===== config.mk =====
export PLATFORM = sky130hd
export DESIGN_NAME = qsp_subcarrier_gen
export DESIGN_NICKNAME = d
export VERILOG_FILES = /design/src/rtl/qsp_pkg.sv /design/src/rtl/qsp_phase_counter.sv /design/src/rtl/qsp_line_parity.sv /design/src/rtl/qsp_carrier_map.sv /design/src/rtl/qsp_subcarrier_gen.sv
export SDC_FILE = /design/constraint.sdc
export NUM_CORES = 1
export LEC_CHECK = 0
export BUFFER_PORTS_ARGS = -buffer_cell sky130_fd_sc_hd__buf_2
export CORE_AREA = 3 3 40 42
export DETAILED_ROUTE_END_ITERATION = 12
export DIE_AREA = 0 0 43 45
export GPL_TIMING_DRIVEN = 0
export REMOVE_ABC_BUFFERS = 1
export SYNTH_ARGS = -nofsm -noshare
export SYNTH_HDL_FRONTEND = slang
export SYNTH_HIERARCHICAL = 1
export SYNTH_SLANG_ARGS = --single-unit

===== constraint.sdc =====
create_clock -name clk -period 1.3 [get_ports clk]
set_input_delay 0.26 -clock clk [delete_from_list [all_inputs] [get_ports clk]]
set_output_delay 0.26 -clock clk [all_outputs]
set_load 0.005 [all_outputs]

===== src/rtl/qsp_pkg.sv =====
package qsp_pkg;

    localparam int QSP_PHASES = 4;
    localparam int IDX_W      = $clog2(QSP_PHASES);

    typedef logic [IDX_W-1:0] phase_idx_t;

    localparam phase_idx_t IDX_ZERO  = phase_idx_t'(0);
    localparam phase_idx_t IDX_ONE   = phase_idx_t'(1);
    localparam phase_idx_t IDX_QTR   = phase_idx_t'(QSP_PHASES / 4);
    localparam phase_idx_t IDX_HALF  = phase_idx_t'(QSP_PHASES / 2);
    localparam phase_idx_t IDX_3QTR  = phase_idx_t'((3 * QSP_PHASES) / 4);

    typedef enum logic {
        V_AT_90  = 1'b0,
        V_AT_270 = 1'b1
    } vphase_e;

    typedef struct packed {
        logic u_pos;
        logic v_pos;
    } carrier_t;

    function automatic logic u_sign_f(input phase_idx_t idx);
        return (idx < IDX_HALF);
    endfunction

    function automatic logic v90_sign_f(input phase_idx_t idx);
        return (idx >= IDX_QTR) && (idx < IDX_3QTR);
    endfunction

endpackage


===== src/rtl/qsp_phase_counter.sv =====
module qsp_phase_counter
    import qsp_pkg::*;
#(
    parameter int SYNC_STAGES = 2
) (
    input  logic       clk,
    input  logic       rst,
    input  logic       ref_1x_mode,
    input  logic       fsc_ref,
    output phase_idx_t idx,
    output logic       wrap_next,
    output logic       align_hit
);

    logic [SYNC_STAGES-1:0] sync_q;
    logic                   ref_prev;
    logic                   ref_s;
    phase_idx_t             idx_next;

    generate
        if (SYNC_STAGES == 1) begin : g_sync_one
            always_ff @(posedge clk) begin
                if (rst) sync_q <= '0;
                else     sync_q <= fsc_ref;
            end
        end else begin : g_sync_chain
            always_ff @(posedge clk) begin
                if (rst) sync_q <= '0;
                else     sync_q <= {sync_q[SYNC_STAGES-2:0], fsc_ref};
            end
        end
    endgenerate

    assign ref_s     = sync_q[SYNC_STAGES-1];
    assign align_hit = ref_1x_mode & ref_s & ~ref_prev;

    always_comb begin
        if (align_hit) idx_next = IDX_ZERO;
        else           idx_next = idx + IDX_ONE;
    end

    assign wrap_next = (idx_next == IDX_ZERO);

    always_ff @(posedge clk) begin
        if (rst) begin
            idx      <= IDX_ZERO;
            ref_prev <= 1'b0;
        end else begin
            idx      <= idx_next;
            ref_prev <= ref_s;
        end
    end

    AST_RESET_IDX: assert property (@(posedge clk)
        rst |=> (idx == IDX_ZERO));
    AST_IDX_STEP: assert property (@(posedge clk) disable iff (rst)
        !align_hit |=> (idx == phase_idx_t'($past(idx) + IDX_ONE)));
    AST_ALIGN_ZERO: assert property (@(posedge clk) disable iff (rst)
        align_hit |=> (idx == IDX_ZERO));
    AST_FREE_RUN: assert property (@(posedge clk) disable iff (rst)
        !ref_1x_mode |=> (idx == phase_idx_t'($past(idx) + IDX_ONE)));

endmodule


===== src/rtl/qsp_line_parity.sv =====
module qsp_line_parity
    import qsp_pkg::*;
(
    input  logic    clk,
    input  logic    rst,
    input  logic    pal_mode,
    input  logic    line_strobe,
    input  logic    wrap_next,
    output logic    line_par,
    output vphase_e v_phase
);

    logic line_par_d;

    always_comb begin
        if (!pal_mode)        line_par_d = 1'b0;
        else if (line_strobe) line_par_d = ~line_par;
        else                  line_par_d = line_par;
    end

    always_ff @(posedge clk) begin
        if (rst) begin
            line_par <= 1'b0;
            v_phase  <= V_AT_90;
        end else begin
            line_par <= line_par_d;
            if (wrap_next) v_phase <= vphase_e'(line_par);
        end
    end

    AST_NTSC_CLEAR: assert property (@(posedge clk) disable iff (rst)
        !pal_mode |=> !line_par);
    AST_STROBE_FLIP: assert property (@(posedge clk) disable iff (rst)
        (pal_mode && line_strobe) |=> (line_par != $past(line_par)));
    AST_APPLY_AT_WRAP: assert property (@(posedge clk) disable iff (rst)
        !$stable(v_phase) |-> $past(wrap_next || rst));

endmodule


===== src/rtl/qsp_carrier_map.sv =====
module qsp_carrier_map
    import qsp_pkg::*;
(
    input  phase_idx_t idx,
    input  vphase_e    v_phase,
    output carrier_t   carrier
);

    logic v90;

    always_comb begin
        v90           = v90_sign_f(idx);
        carrier.u_pos = u_sign_f(idx);
        carrier.v_pos = (v_phase == V_AT_270) ? ~v90 : v90;
    end

endmodule


===== src/rtl/qsp_subcarrier_gen.sv =====
module qsp_subcarrier_gen
    import qsp_pkg::*;
#(
    parameter int SYNC_STAGES = 2
) (
    input  logic             clk,
    input  logic             rst,
    input  logic             pal_mode,
    input  logic             ref_1x_mode,
    input  logic             fsc_ref,
    input  logic             line_strobe,
    output logic             u_pos,
    output logic             v_pos,
    output logic [IDX_W-1:0] phase_idx,
    output logic             line_par
);

    phase_idx_t idx;
    logic       wrap_next;
    logic       align_hit;
    vphase_e    v_phase;
    carrier_t   carrier;

    qsp_phase_counter #(.SYNC_STAGES(SYNC_STAGES)) u_counter (
        .clk         (clk),
        .rst         (rst),
        .ref_1x_mode (ref_1x_mode),
        .fsc_ref     (fsc_ref),
        .idx         (idx),
        .wrap_next   (wrap_next),
        .align_hit   (align_hit)
    );

    qsp_line_parity u_parity (
        .clk         (clk),
        .rst         (rst),
        .pal_mode    (pal_mode),
        .line_strobe (line_strobe),
        .wrap_next   (wrap_next),
        .line_par    (line_par),
        .v_phase     (v_phase)
    );

    qsp_carrier_map u_map (
        .idx     (idx),
        .v_phase (v_phase),
        .carrier (carrier)
    );

    assign phase_idx = idx;
    assign u_pos     = carrier.u_pos;
    assign v_pos     = carrier.v_pos;

    AST_U_RISE: assert property (@(posedge clk) disable iff (rst)
        $rose(u_pos) |-> (phase_idx == IDX_ZERO));
    AST_V90_RISE: assert property (@(posedge clk) disable iff (rst)
        ($rose(v_pos) && $stable(v_phase) && (v_phase == V_AT_90)) |-> (phase_idx == IDX_ONE));

endmodule


==> impl_results.html, run 1 <==
<table>
<tr><th>Metric</th><th>Value</th></tr>
<tr><th colspan="2">Worst setup path</th></tr>
<tr><td>Startpoint type of the worst setup path</td><td>flop</td></tr>
<tr><td>Required arrival time at the worst endpoint</td><td>1.04 ns</td></tr>
<tr><td>Max stage delay cell, worst path</td><td>xor3_1</td></tr>
<tr><td>Max Fanout on Critical Path</td><td>2</td></tr>
<tr><td>Crit path capture type</td><td>output pin</td></tr>
<tr><td>Crit Path Category</td><td>reg2out</td></tr>
<tr><td>Critical path cell sequence</td><td>xor3_1 &gt; buf_2</td></tr>
<tr><td>Worst EP arrival</td><td>around 1.1 ns</td></tr>
<tr><td>Peak per-stage delay on the critical path</td><td>0.39 ns</td></tr>
<tr><td>Launching point of the worst reg2reg path</td><td>u_counter/ref_prev$_SDFF_PP0_</td></tr>
<tr><td>Worst Setup SP</td><td>u_parity/v_phase$_SDFFE_PP0P_</td></tr>
<tr><th colspan="2">Route</th></tr>
<tr><td>Post-route DRC</td><td>0</td></tr>
<tr><td>Routed via count</td><td>a little under 200</td></tr>
<tr><td>Mean number of vias per cell</td><td>~3.8</td></tr>
<tr><td>Router iterations before antenna repair</td><td>2</td></tr>
<tr><td>Antenna-violating nets left</td><td>0</td></tr>
<tr><td>Routed len/inst</td><td>9.43 µm</td></tr>
<tr><td>Count of routing violations after the opening detailed-route iteration</td><td>2</td></tr>
<tr><td>Final wirelength</td><td>481 µm</td></tr>
<tr><th colspan="2">Clock tree</th></tr>
<tr><td>Maximum count of clock buffers along a single path</td><td>2</td></tr>
<tr><td>Clock edge transition at the registers on the reported setup and hold paths</td><td>0.05 ns</td></tr>
<tr><td>Number of CTS-inserted buffers</td><td>3</td></tr>
<tr><td>Hold_buf cts</td><td>0</td></tr>
<tr><td>Clock insertion delay at the later pin of the skew report</td><td>0.25 ns</td></tr>
<tr><td>CTS tree</td><td>yes</td></tr>
<tr><td>CTS Root Buffer Type</td><td>clkbuf_4</td></tr>
<tr><td>Level count of the clock H-tree</td><td>1</td></tr>
<tr><td>Clock tree sinks</td><td>7</td></tr>
<tr><th colspan="2">Floorplanning</th></tr>
<tr><td>Total Die Area</td><td>1940 µm²</td></tr>
<tr><td>Count of standard-cell rows</td><td>13</td></tr>
<tr><td>Overall die height</td><td>45 µm</td></tr>
<tr><td>Core region area</td><td>1280 µm²</td></tr>
<tr><td>Number of I/O pins</td><td>11</td></tr>
<tr><td>Starting density of the core</td><td>between 20% and 30%</td></tr>
<tr><td>Die X-Extent</td><td>43 µm</td></tr>
<tr><th colspan="2">Timing</th></tr>
<tr><td>Worst relative slew slack</td><td>88.9%</td></tr>
<tr><td>Setup-violating endpoint count in the final report</td><td>1</td></tr>
<tr><td>Post-route worst setup slack</td><td>-0.0586 ns</td></tr>
<tr><td>Setup skew after layout</td><td>0.00279 ns</td></tr>
<tr><td>Share of the clock period used by the worst path after layout</td><td>105%</td></tr>
<tr><td>Post-Route Hold Slack</td><td>~0.22 ns</td></tr>
<tr><td>Fin crit period</td><td>1.36 ns</td></tr>
<tr><td>Transition time at the pin with the least slew margin</td><td>0.166 ns</td></tr>
<tr><td>Hold Fails Final Rpt</td><td>0</td></tr>
<tr><td>Number of max-slew violations in the final report</td><td>0</td></tr>
<tr><td>Maximum clock frequency</td><td>736 MHz</td></tr>
<tr><td>Setup repair after global routing missed its margin</td><td>yes</td></tr>
<tr><th colspan="2">Flow run</th></tr>
<tr><td>Number of violations of the max-capacitance limit</td><td>0</td></tr>
<tr><th colspan="2">Power and ir drop</th></tr>
<tr><td>Switching part of the total</td><td>22.9%</td></tr>
<tr><td>Static leakage power</td><td>0.171 nW</td></tr>
<tr><td>Power density over the cells</td><td>1340 nW/µm²</td></tr>
<tr><td>Net Sw Power</td><td>116 µW</td></tr>
<tr><td>Logic gate share of total power</td><td>14.5%</td></tr>
<tr><td>Total power draw</td><td>506 µW</td></tr>
<tr><td>Maximum VDD drop</td><td>498 µV</td></tr>
<tr><td>Internal power</td><td>390 µW</td></tr>
<tr><td>Clk pwr share</td><td>between 30% and 40%</td></tr>
<tr><td>Part of the total power dissipated in sequential elements</td><td>47.0%</td></tr>
<tr><th colspan="2">Layout</th></tr>
<tr><td>Count of antenna diodes in the layout</td><td>0</td></tr>
<tr><td>Fraction of the core area covered by cells at the end of the flow</td><td>29.5%</td></tr>
<tr><td>Final standard cell area without fillers</td><td>379 µm²</td></tr>
<tr><td>Layout overhead on the synthesized area</td><td>40.3%</td></tr>
<tr><td># nets final</td><td>43</td></tr>
<tr><td>Share of final-layout standard cells stronger than drive strength 1</td><td>about three fifths</td></tr>
<tr><th colspan="2">Synthesis</th></tr>
<tr><td>Area fraction in and, or, nand and nor cells after synthesis</td><td>25.0%</td></tr>
<tr><td>Yosys synthesis warning count</td><td>6</td></tr>
<tr><td>Adder-cell area share of the yosys netlist</td><td>0%</td></tr>
<tr><td>Synthesized-area fraction occupied by ao, oa, aoi and oai cells</td><td>2.78%</td></tr>
<tr><td>Count of distinct cell types in the synthesized netlist</td><td>11</td></tr>
<tr><td>Flip-flop and latch count after synthesis</td><td>7</td></tr>
<tr><td>Average cell area after synthesis</td><td>12.9 µm²</td></tr>
<tr><td>Combined area of all synthesized cells</td><td>270 µm²</td></tr>
<tr><td>Xor/xnor share of the synthesized area</td><td>15.3%</td></tr>
<tr><td>Sequential element share of the synthesized area</td><td>between 50% and 60%</td></tr>
<tr><td>Main combinational cell family by area after synthesis</td><td>simple AND/OR/NAND/NOR gates</td></tr>
<tr><td>Mux contribution to synthesized area</td><td>between 3 and 4%</td></tr>
<tr><td>Cell count after synthesis</td><td>21</td></tr>
<tr><th colspan="2">Global routing</th></tr>
<tr><td>Overall fraction of global-route tracks in use</td><td>under 10%</td></tr>
<tr><td>Global-route wire length before repair</td><td>around 850 µm</td></tr>
<tr><td>Grt total ovfl</td><td>0</td></tr>
<tr><td>Initial antenna violation count</td><td>0</td></tr>
<tr><td>Maximum number of pins on one net before global-route repair</td><td>8</td></tr>
<tr><td>Number of global-route vias before repair</td><td>208</td></tr>
<tr><th colspan="2">Run status</th></tr>
<tr><td>Run status</td><td>finished with violations</td></tr>
<tr><td>Failing checks</td><td>setup timing</td></tr>
<tr><th colspan="2">Min path</th></tr>
<tr><td>Worst Hold Class</td><td>in2reg</td></tr>
<tr><td>Hold path startpoint</td><td>fsc_ref</td></tr>
<tr><th colspan="2">Placed design</th></tr>
<tr><td>Cell area after placement</td><td>~340 µm²</td></tr>
<tr><td>Global placement routability congestion</td><td>a little over 0.6</td></tr>
<tr><td>Placed wire-length estimate</td><td>between 300 and 400 µm</td></tr>
<tr><td>Port-buffer cells</td><td>10</td></tr>
<tr><td>Worst slack at placement</td><td>0.0509 ns</td></tr>
</table>
-- area by class of cell --
class	count	area, µm²
multi-input combinational	13	126
tap	15	18.8
clock buffer	4	26.3
sequential	7	146
timing repair buffer	11	57.6
fill	130	906
inverter	1	3.75
-- what timing repair did --
action / 4_1_cts / 5_1_grt
gates resized for setup: 4 / 0
setup endpoints to repair: 1 / 1
cloned: 0 / 0
setup buffers: 1 / 0
pin swaps: 1 / 0
-- kinds of logic after synthesis --
| family | Yosys count |
|---|---|
| buffers and inverters | 1 |
| flip-flops | 7 |
| AO/OA/AOI/OAI | 1 |
| XOR/XNOR | 3 |
| multiplexers | 1 |
| AND/OR/NAND/NOR | 8 |
-- cells in the final DEF (no fill, tap or decap), drive strengths merged --
cell type   n
nor3b       1
a21o        1
mux2i       1
nor2        1
buf        11
nor3        2
xor3        1
nor2b       3
xnor2       2
and3b       1
clkbuf      4
dfxtp       7
inv         1
-- critical path, delay by kind of cell (launching register included) --
kind      cells  cell delay (ns)
xor+xnor      1             0.39
flops         1             0.32
buf+inv       1             0.14
-- metal layers --
metal	part of all wire [%]	up-vias	GRT usage, %
met2	38	13	8.08
met5	0	-	0
met3	15	0	7.17
met1	47	83	7.82
li1	-	99	-
met4	0	0	1.81
-- sequential cells by signal, summed over array words and instances, names as in the netlist --
signal	count
u_counter/idx	2
u_counter/sync_q	2
u_counter/ref_prev	1
u_parity/line_par	1
u_parity/v_phase	1
-- Yosys cell counts --
master	n	share of area (%)
inv_1	1	1.4
xor3_1	1	8.8
nor2_1	1	1.4
and3b_4	1	4.6
a21o_1	1	2.8
xnor2_1	2	6.5
nor2b_1	3	6.9
mux2i_1	1	3.7
dfxtp_1	7	52
nor3b_2	1	4.6
nor3_2	2	7.4
-- power groups by stage --
| stage | Combinational, mW | Clock, mW | Sequential, mW |
|---|---|---|---|
| 6_report | 0.0733 | 0.195 | 0.238 |
| 5_1_grt | 0.0806 | 0.230 | 0.240 |
| 4_1_cts | 0.0745 | 0.206 | 0.238 |
| 3_5_place_dp | 0.0695 | 0 | 0.244 |
| 3_3_place_gp | 0.0688 | 0 | 0.243 |
| 2_1_floorplan | 0.0390 | 0 | 0.243 |
-- path summary, 6_finish.rpt --
kind,end,slack [ns],depth (start not counted)
setup / recovery,v_pos,-0.06,2
hold / removal,u_counter/sync_q[0]$_SDFF_PP0_,0.22,2
setup reg to reg,u_parity/v_phase$_SDFFE_PP0P_,0.26,4
hold reg to reg,u_counter/sync_q[1]$_SDFF_PP0_,0.43,1
-- through the flow --
step	cells	TNS, ns
5_1_grt	51	-0.118
2_1_floorplan	21	0
3_5_place_dp	46	0
3_3_place_gp	46	0
4_1_cts	51	-0.0743
6_report	51	-0.0586
Power figures use the tool's default switching activity.
==> inputs of run 2 (changes only) <==
- ABC_AREA: default -> 1
- TNS_END_PERCENT: default -> 100
==> run 2 against run 1 <==
  * The run now ends clean
  * Clock power is 4% higher
  * Clock-buffer cell count unchanged
  * Critical endpoint unchanged
  * Highest routed layer is now met4
  * Final area rose by 8.6%
==> impl_results.html, run 2 <==
<table>
<tr><th>Metric</th><th>Value</th></tr>
<tr><th colspan="2">Placed design</th></tr>
<tr><td>Global placement routability congestion</td><td>0.647</td></tr>
<tr><td>Cell area after placement</td><td>360 µm²</td></tr>
<tr><td>Placed wire-length estimate</td><td>between 300 and 400 µm</td></tr>
<tr><td>Port-buffer cells</td><td>10</td></tr>
<tr><td>Worst slack at placement</td><td>0.248 ns</td></tr>
<tr><th colspan="2">Layout</th></tr>
<tr><td>Top flop regs</td><td>u_counter/idx x2, u_counter/sync_q x2</td></tr>
<tr><td>Sequential cell area in the final layout</td><td>148 µm²</td></tr>
<tr><td>Final standard cell area without fillers</td><td>412 µm²</td></tr>
<tr><td>Top library cells by usage in the layout, fill and taps aside</td><td>nand2_1 (11), buf_2 (10), inv_1 (7), nor2_1 (6), dfxtp_1 (5)</td></tr>
<tr><td># nets final</td><td>66</td></tr>
<tr><td>Area of combinational cells with multiple inputs</td><td>113 µm²</td></tr>
<tr><td>Filler cell count in the final layout</td><td>141</td></tr>
<tr><td>Share of final-layout standard cells stronger than drive strength 1</td><td>40.7%</td></tr>
<tr><td>Count of antenna diodes in the layout</td><td>0</td></tr>
<tr><td>Leading cell type in the layout, fill and taps excluded</td><td>nand2_1</td></tr>
<tr><td>Layout overhead on the synthesized area</td><td>41.2%</td></tr>
<tr><th colspan="2">Timing</th></tr>
<tr><td>Final sum of negative setup slack</td><td>0 ns</td></tr>
<tr><td>Fin crit period</td><td>~1.2 ns</td></tr>
<tr><td>Setup skew after layout</td><td>0.00435 ns</td></tr>
<tr><td>Post-route worst setup slack</td><td>around 0.073 ns</td></tr>
<tr><td>Share of the clock period used by the worst path after layout</td><td>94.4%</td></tr>
<tr><td>Setup-violating endpoint count in the final report</td><td>0</td></tr>
<tr><td>Post-Route Hold Slack</td><td>0.210 ns</td></tr>
<tr><td>Transition time at the pin with the least slew margin</td><td>0.112 ns</td></tr>
<tr><td>Number of max-slew violations in the final report</td><td>0</td></tr>
<tr><td>Worst relative slew slack</td><td>92.5%</td></tr>
<tr><td>Setup repair after global routing missed its margin</td><td>no</td></tr>
<tr><td>Hold Fails Final Rpt</td><td>0</td></tr>
<tr><td>Maximum clock frequency</td><td>815 MHz</td></tr>
<tr><th colspan="2">Floorplanning</th></tr>
<tr><td>Number of I/O pins</td><td>11</td></tr>
<tr><td>Starting density of the core</td><td>22.7%</td></tr>
<tr><td>Overall die height</td><td>45 µm</td></tr>
<tr><td>Total Die Area</td><td>slightly below 2000 µm²</td></tr>
<tr><td>Core region area</td><td>1280 µm²</td></tr>
<tr><td>Die X-Extent</td><td>43 µm</td></tr>
<tr><td>Count of standard-cell rows</td><td>13</td></tr>
<tr><th colspan="2">Global routing</th></tr>
<tr><td>Initial antenna violation count</td><td>0</td></tr>
<tr><td>Global-route wire length before repair</td><td>about 770 µm</td></tr>
<tr><td>Overall fraction of global-route tracks in use</td><td>about 6.3%</td></tr>
<tr><td>Maximum number of pins on one net before global-route repair</td><td>7</td></tr>
<tr><td>Number of global-route vias before repair</td><td>approximately 200</td></tr>
<tr><td>Grt total ovfl</td><td>0</td></tr>
<tr><th colspan="2">Worst setup path</th></tr>
<tr><td>Worst reg2reg setup slack</td><td>0.41 ns</td></tr>
<tr><td>Required arrival time at the worst endpoint</td><td>1.04 ns</td></tr>
<tr><td>Startpoint type of the worst setup path</td><td>flop</td></tr>
<tr><td>Worst EP arrival</td><td>approximately 0.97 ns</td></tr>
<tr><td>Max Fanout on Critical Path</td><td>4</td></tr>
<tr><td>Crit Path Category</td><td>reg2out</td></tr>
<tr><td>Crit path capture type</td><td>output pin</td></tr>
<tr><th colspan="2">Synthesis</th></tr>
<tr><td>Portion of synthesized cell area occupied by the leading cell type</td><td>48.1%</td></tr>
<tr><td>Cell with the most instances after synthesis</td><td>nand2_1</td></tr>
<tr><td>Cells taking the most area after synthesis</td><td>dfxtp_1 (48%), nand2_1 (15%), inv_1 (10%), nor2_1 (7.7%), nor2_2 (4.3%)</td></tr>
<tr><td>Mux contribution to synthesized area</td><td>0%</td></tr>
<tr><td>Adder-cell area share of the yosys netlist</td><td>0%</td></tr>
<tr><td>Dominant cell type by area after synthesis</td><td>dfxtp_1</td></tr>
<tr><td>Average cell area after synthesis</td><td>6.78 µm²</td></tr>
<tr><td>Flip-flop and latch count after synthesis</td><td>7</td></tr>
<tr><td>Yosys synthesis warning count</td><td>6</td></tr>
<tr><td>Top cell types by occurrence after synthesis</td><td>nand2_1 (12), inv_1 (8), dfxtp_1 (7), nor2_1 (6)</td></tr>
<tr><td>Main combinational cell family by area after synthesis</td><td>simple AND/OR/NAND/NOR gates</td></tr>
<tr><td>Sequential element share of the synthesized area</td><td>48.1%</td></tr>
<tr><td>Combined area of all synthesized cells</td><td>292 µm²</td></tr>
<tr><td>Area fraction in and, or, nand and nor cells after synthesis</td><td>35.2%</td></tr>
<tr><td>Synthesized-area fraction occupied by ao, oa, aoi and oai cells</td><td>approximately 2.6%</td></tr>
<tr><td>Most common flop cell mapped by yosys</td><td>dfxtp_1</td></tr>
<tr><td>Async SR Flop Fraction</td><td>0%</td></tr>
<tr><td>Cell count after synthesis</td><td>43</td></tr>
<tr><td>Count of distinct cell types in the synthesized netlist</td><td>11</td></tr>
<tr><td>Xor/xnor share of the synthesized area</td><td>0%</td></tr>
<tr><td>Number of flops mapped to enable cells by yosys</td><td>0</td></tr>
<tr><th colspan="2">Flow run</th></tr>
<tr><td>Number of violations of the max-capacitance limit</td><td>0</td></tr>
<tr><th colspan="2">Power and ir drop</th></tr>
<tr><td>Static leakage power</td><td>0.221 nW</td></tr>
<tr><td>Total power draw</td><td>516 µW</td></tr>
<tr><td>Maximum VDD drop</td><td>537 µV</td></tr>
<tr><td>Power density over the cells</td><td>~1300 nW/µm²</td></tr>
<tr><th colspan="2">Clock tree</th></tr>
<tr><td>Clock insertion delay at the later pin of the skew report</td><td>0.26 ns</td></tr>
<tr><td>Level count of the clock H-tree</td><td>1</td></tr>
<tr><td>CTS Root Buffer Type</td><td>clkbuf_4</td></tr>
<tr><td>Maximum count of clock buffers along a single path</td><td>2</td></tr>
<tr><td>CTS tree</td><td>yes</td></tr>
<tr><td>Clock tree sinks</td><td>7</td></tr>
<tr><td>Clock edge transition at the registers on the reported setup and hold paths</td><td>0.05 ns</td></tr>
<tr><td>Number of CTS-inserted buffers</td><td>3</td></tr>
<tr><th colspan="2">Route</th></tr>
<tr><td>Routed len/inst</td><td>around 7.1 µm</td></tr>
<tr><td>Post-route DRC</td><td>0</td></tr>
<tr><td>Mean number of vias per cell</td><td>3.81</td></tr>
<tr><td>Final wirelength</td><td>525 µm</td></tr>
<tr><td>Count of routing violations after the opening detailed-route iteration</td><td>0</td></tr>
<tr><td>Routed via count</td><td>282</td></tr>
<tr><td>Antenna-violating nets left</td><td>0</td></tr>
<tr><td>Router iterations before antenna repair</td><td>1</td></tr>
<tr><th colspan="2">Min path</th></tr>
<tr><td>Worst Hold Class</td><td>in2reg</td></tr>
<tr><th colspan="2">Run status</th></tr>
<tr><td>Run status</td><td>finished, final reports clean</td></tr>
</table>
-- run 2: cell types whose count changed in the layout (fill, tap and decap cells not counted), moves of 3 or more --
cell     previous run  this run
inv_1               1         7
nand2_1             0        11
nor2b_1             3         0
inv_2               0         3
nor2_1              1         6
-- run 2: cells by family (layout without fill, tap and decap cells) --
family                 Yosys count  in the layout
DFF                              7              7
buffers and inverters           11             27
AOI/OAI and AO/OA                1              1
and+or+nand+nor                 24             24
-- run 2: what timing repair did --
action / 4_1_cts / 5_1_grt
hold buffers: 0 / 0
endpoints found under the setup margin: 1 / 1
setup buffers: 0 / 2
endpoints found under the hold margin: 0 / 0
gates resized for setup: 2 / 4
pin swaps: 0 / 2
-- run 2: worst paths after layout --
check,start,end,cells after the start
hold / removal,fsc_ref,u_counter/sync_q[0]$_SDFF_PP0_,3
hold reg to reg,u_counter/sync_q[0]$_SDFF_PP0_,u_counter/sync_q[1]$_SDFF_PP0_,2
setup / recovery,u_counter/idx[1]$_SDFF_PP0_,v_pos,6
setup reg to reg,u_counter/idx[1]$_SDFF_PP0_,u_parity/v_phase$_SDFFE_PP0P_,5
-- run 2: area by class of cell --
cell class | count | area share (%)
well taps | 15 | 4.56
inverters | 11 | 10.0
multi-input cells | 25 | 27.4
clock buffers | 4 | 6.38
flip-flops and latches | 7 | 35.9
repair buffers | 12 | 15.8
-- run 2: worst max-delay path: stages, from the launching register on --
cell	delay (ns)
dfxtp_4	0.36
inv_2	0.04
nand2_2	0.05
nand2_1	0.04
nand2_1	0.06
nand2_1	0.04
buf_2	0.11
-- run 2: power breakdown --
group / internal (mW) / leakage (nW) / total, mW / switching, mW
Combinational: 0.0393 / 0.147 / 0.0759 / 0.0366
Clock: 0.117 / 0.0150 / 0.202 / 0.0848
Sequential: 0.228 / 0.0589 / 0.238 / 0.0103
-- run 2: per-stage QoR --
step / instances / util, %
floorplan: 43 / -
global placement: 68 / 28.0
detailed placement: 68 / 28.0
CTS: 72 / 30.3
global route: 74 / 32.0
finish: 74 / 32.0
-- run 2: layer usage --
metal	GRT usage (%)	routed length (µm)	vias up	part of all wire (%)
li1	-	-	156	-
met2	8.08	240	10	46
met1	5.11	207	114	39
met4	7.23	10	0	1.9
met5	0	0	-	0
met3	6.37	66	2	13
==> inputs of run 3 (changes only) <==
- GPL_TIMING_DRIVEN: 0 -> default
==> run 3 against run 2 <==
  * Sequential power barely moved
  * Core utilization decreased by 0.58 points
  * Final cell count shrank 1.4%
  * Worst hold slack improved by 0.011 ns
  * Critical path depth unchanged
  * Die area stayed put
  * Final area is 1.8% lower
  * Sequential share of layout area grew 0.67 points
  * Clock power fell by 5%
  * Via count is 1.4% lower
  * Worst setup slack lost 0.00057 ns
  * Sequential cell count stayed put
==> impl_results.html, run 3 (same netlist as run 2, synthesis figures left out) <==
<table>
<tr><th>Metric</th><th>Value</th></tr>
<tr><th colspan="2">Run status</th></tr>
<tr><td>Run status</td><td>finished, final reports clean</td></tr>
<tr><th colspan="2">Timing</th></tr>
<tr><td>Share of the clock period used by the worst path after layout</td><td>94.4%</td></tr>
<tr><td>Setup-violating endpoint count in the final report</td><td>0</td></tr>
<tr><td>Transition time at the pin with the least slew margin</td><td>approximately 0.11 ns</td></tr>
<tr><td>Final sum of negative setup slack</td><td>0 ns</td></tr>
<tr><td>Post-route worst setup slack</td><td>0.0728 ns</td></tr>
<tr><td>Setup skew after layout</td><td>around 0.0061 ns</td></tr>
<tr><td>Maximum clock frequency</td><td>815 MHz</td></tr>
<tr><td>Number of max-slew violations in the final report</td><td>0</td></tr>
<tr><td>Fin crit period</td><td>around 1.2 ns</td></tr>
<tr><td>Worst relative slew slack</td><td>around 92%</td></tr>
<tr><td>Hold Fails Final Rpt</td><td>0</td></tr>
<tr><th colspan="2">Clock tree</th></tr>
<tr><td>CTS Root Buffer Type</td><td>clkbuf_4</td></tr>
<tr><td>Clock tree sinks</td><td>7</td></tr>
<tr><td>Number of CTS-inserted buffers</td><td>3</td></tr>
<tr><td>Clock insertion delay at the later pin of the skew report</td><td>between 0.2 and 0.3 ns</td></tr>
<tr><td>Level count of the clock H-tree</td><td>1</td></tr>
<tr><td>CTS tree</td><td>yes</td></tr>
<tr><td>Clock edge transition at the registers on the reported setup and hold paths</td><td>around 0.050 ns</td></tr>
<tr><td>Maximum count of clock buffers along a single path</td><td>2</td></tr>
<tr><th colspan="2">Worst setup path</th></tr>
<tr><td>Worst Setup SP</td><td>u_counter/idx[0]$_SDFF_PP0_</td></tr>
<tr><td>Worst EP arrival</td><td>0.97 ns</td></tr>
<tr><td>Depth of the critical timing path with buffers and inverters included</td><td>6</td></tr>
<tr><td>Total buffers and inverters traversed by the critical path</td><td>2</td></tr>
<tr><td>Startpoint type of the worst setup path</td><td>flop</td></tr>
<tr><td>Required arrival time at the worst endpoint</td><td>1.04 ns</td></tr>
<tr><td>Critical path cell sequence</td><td>inv_2 &gt; nand2_2 &gt; nand2_1 &gt; nand2_1 &gt; nand2_1 &gt; buf_2</td></tr>
<tr><td>Max stage delay cell, worst path</td><td>dfxtp_4</td></tr>
<tr><td>Crit path capture type</td><td>output pin</td></tr>
<tr><td>Most Frequent Cell on Critical Path</td><td>nand2_1</td></tr>
<tr><td>Peak per-stage delay on the critical path</td><td>0.37 ns</td></tr>
<tr><td>Terminus of the critical flop-to-flop path</td><td>u_parity/v_phase$_SDFFE_PP0P_</td></tr>
<tr><td>Launching point of the worst reg2reg path</td><td>u_counter/idx[1]$_SDFF_PP0_</td></tr>
<tr><td>Capture point of the worst path</td><td>v_pos</td></tr>
<tr><td>Register-to-Register Path Depth</td><td>5</td></tr>
<tr><td>Crit Path Category</td><td>reg2out</td></tr>
<tr><td>Max Fanout on Critical Path</td><td>6</td></tr>
<tr><td>Worst reg2reg setup slack</td><td>0.42 ns</td></tr>
<tr><td>CP top delay family</td><td>flip-flops</td></tr>
<tr><th colspan="2">Floorplanning</th></tr>
<tr><td>Total Die Area</td><td>1940 µm²</td></tr>
<tr><td>Overall die height</td><td>between 40 and 50 µm</td></tr>
<tr><td>Number of I/O pins</td><td>11</td></tr>
<tr><td>Count of standard-cell rows</td><td>13</td></tr>
<tr><td>Core region area</td><td>1280 µm²</td></tr>
<tr><td>Die X-Extent</td><td>43 µm</td></tr>
<tr><td>Starting density of the core</td><td>22.7%</td></tr>
<tr><th colspan="2">Layout</th></tr>
<tr><td>Top library cells by usage in the layout, fill and taps aside</td><td>nand2_1 (11), buf_2 (10), inv_1 (7), nor2_1 (6), dfxtp_1 (5)</td></tr>
<tr><td># nets final</td><td>65</td></tr>
<tr><td>Share of final-layout standard cells stronger than drive strength 1</td><td>39.7%</td></tr>
<tr><td>Sequential cell area in the final layout</td><td>148 µm²</td></tr>
<tr><td>Count of placed standard cells in the final layout, fillers left out</td><td>73</td></tr>
<tr><td>Layout overhead on the synthesized area</td><td>38.6%</td></tr>
<tr><td>Leading cell type in the layout, fill and taps excluded</td><td>nand2_1</td></tr>
<tr><td>Count of antenna diodes in the layout</td><td>0</td></tr>
<tr><td>Top flop regs</td><td>u_counter/idx x2, u_counter/sync_q x2</td></tr>
<tr><td>Area of combinational cells with multiple inputs</td><td>113 µm²</td></tr>
<tr><td>Final standard cell area without fillers</td><td>404 µm²</td></tr>
<tr><td>Filler cell count in the final layout</td><td>146</td></tr>
<tr><th colspan="2">Global routing</th></tr>
<tr><td>Global-route wire length before repair</td><td>772 µm</td></tr>
<tr><td>Overall fraction of global-route tracks in use</td><td>under 10%</td></tr>
<tr><td>Maximum number of pins on one net before global-route repair</td><td>7</td></tr>
<tr><td>Grt total ovfl</td><td>0</td></tr>
<tr><td>Initial antenna violation count</td><td>0</td></tr>
<tr><td>Number of global-route vias before repair</td><td>between 150 and 200</td></tr>
<tr><th colspan="2">Min path</th></tr>
<tr><td>Worst Hold Class</td><td>in2reg</td></tr>
<tr><th colspan="2">Placed design</th></tr>
<tr><td>Total instance count after detailed placement</td><td>68</td></tr>
<tr><td>Cell area after placement</td><td>approximately 360 µm²</td></tr>
<tr><td>Worst slack at placement</td><td>0.254 ns</td></tr>
<tr><td>Placed wire-length estimate</td><td>393 µm</td></tr>
<tr><td>Global placement routability congestion</td><td>0.668</td></tr>
<tr><td>Port-buffer cells</td><td>10</td></tr>
<tr><th colspan="2">Route</th></tr>
<tr><td>Router iterations before antenna repair</td><td>4</td></tr>
<tr><td>Mean number of vias per cell</td><td>3.81</td></tr>
<tr><td>Count of routing violations after the opening detailed-route iteration</td><td>1</td></tr>
<tr><td>Antenna-violating nets left</td><td>0</td></tr>
<tr><td>Routed via count</td><td>278</td></tr>
<tr><td>Final wirelength</td><td>roughly 520 µm</td></tr>
<tr><td>Routed len/inst</td><td>7.16 µm</td></tr>
<tr><td>Post-route DRC</td><td>0</td></tr>
<tr><th colspan="2">Power and ir drop</th></tr>
<tr><td>Power density over the cells</td><td>1250 nW/µm²</td></tr>
<tr><td>Total power draw</td><td>504 µW</td></tr>
<tr><td>Static leakage power</td><td>approximately 0.22 nW</td></tr>
<tr><td>Maximum VDD drop</td><td>around 520 µV</td></tr>
<tr><th colspan="2">Flow run</th></tr>
<tr><td>Number of violations of the max-capacitance limit</td><td>0</td></tr>
</table>
## run 3: cell count changes in the layout (fill, tap and decap cells not counted), sizes merged
cell / change
buf: -1
## run 3: timing repair
| item | in CTS | in global routing |
|---|---|---|
| hold buffers | 0 | 0 |
| pin swaps | 0 | 3 |
| gates resized for setup | 1 | 5 |
| endpoints found under the setup margin | 1 | 1 |
| endpoints found under the hold margin | 0 | 0 |
| buffers inserted | 0 | 1 |
## run 3: metal layers
| metal | global-route usage [%] | vias to the layer above | share of wire (%) | routed length [µm] |
|---|---|---|---|---|
| met5 | 0 | - | 0 | 0 |
| li1 | - | 154 | - | - |
| met3 | 3.98 | 0 | 9.9 | 52 |
| met2 | 8.08 | 10 | 49 | 258 |
| met4 | 5.42 | 0 | 0 | 0 |
| met1 | 5.85 | 114 | 41 | 212 |
## run 3: area by class of cell
class	count	area share [%]
Tap cell	15	4.64
Timing Repair Buffer	11	14.2
Sequential cell	7	36.5
Multi-Input combinational cell	25	27.9
Inverter	11	10.2
Clock buffer	4	6.50
## run 3: worst min-delay path by stage
stage | from | endpoint | slack, ns | cells past startpoint
4_1_cts | fsc_ref | u_counter/sync_q[0]$_SDFF_PP0_ | 0.21 | 3
5_1_grt | fsc_ref | u_counter/sync_q[0]$_SDFF_PP0_ | 0.22 | 3
3_5_place_dp | u_counter/sync_q[0]$_SDFF_PP0_ | u_counter/sync_q[1]$_SDFF_PP0_ | 0.40 | 2
2_1_floorplan | rst | u_counter/sync_q[0]$_SDFF_PP0_ | 0.33 | 1
3_3_place_gp | u_counter/sync_q[0]$_SDFF_PP0_ | u_counter/sync_q[1]$_SDFF_PP0_ | 0.39 | 2
6_report | fsc_ref | u_counter/sync_q[0]$_SDFF_PP0_ | 0.22 | 3
## run 3: where the power goes
group          internal (mW)  total (mW)  switching [mW]
logic                 0.0366      0.0724          0.0358
registers              0.228       0.239          0.0111
clock network          0.117       0.192          0.0756
## run 3: worst reg2reg max path, cell delays in order (launching register included)
cell	delay [ns]
dfxtp_4	0.35
buf_4	0.13
nand2_1	0.05
nand2_1	0.08
nor2_1	0.12
nor2_2	0.05
## run 3: metrics by stage
step           util (%)  hold WS (ns)
6_report           31.5         0.221
5_1_grt            31.5         0.219
4_1_cts            30.2         0.213
3_5_place_dp       28.0         0.396
3_3_place_gp       28.0         0.389
2_1_floorplan         -         0.331
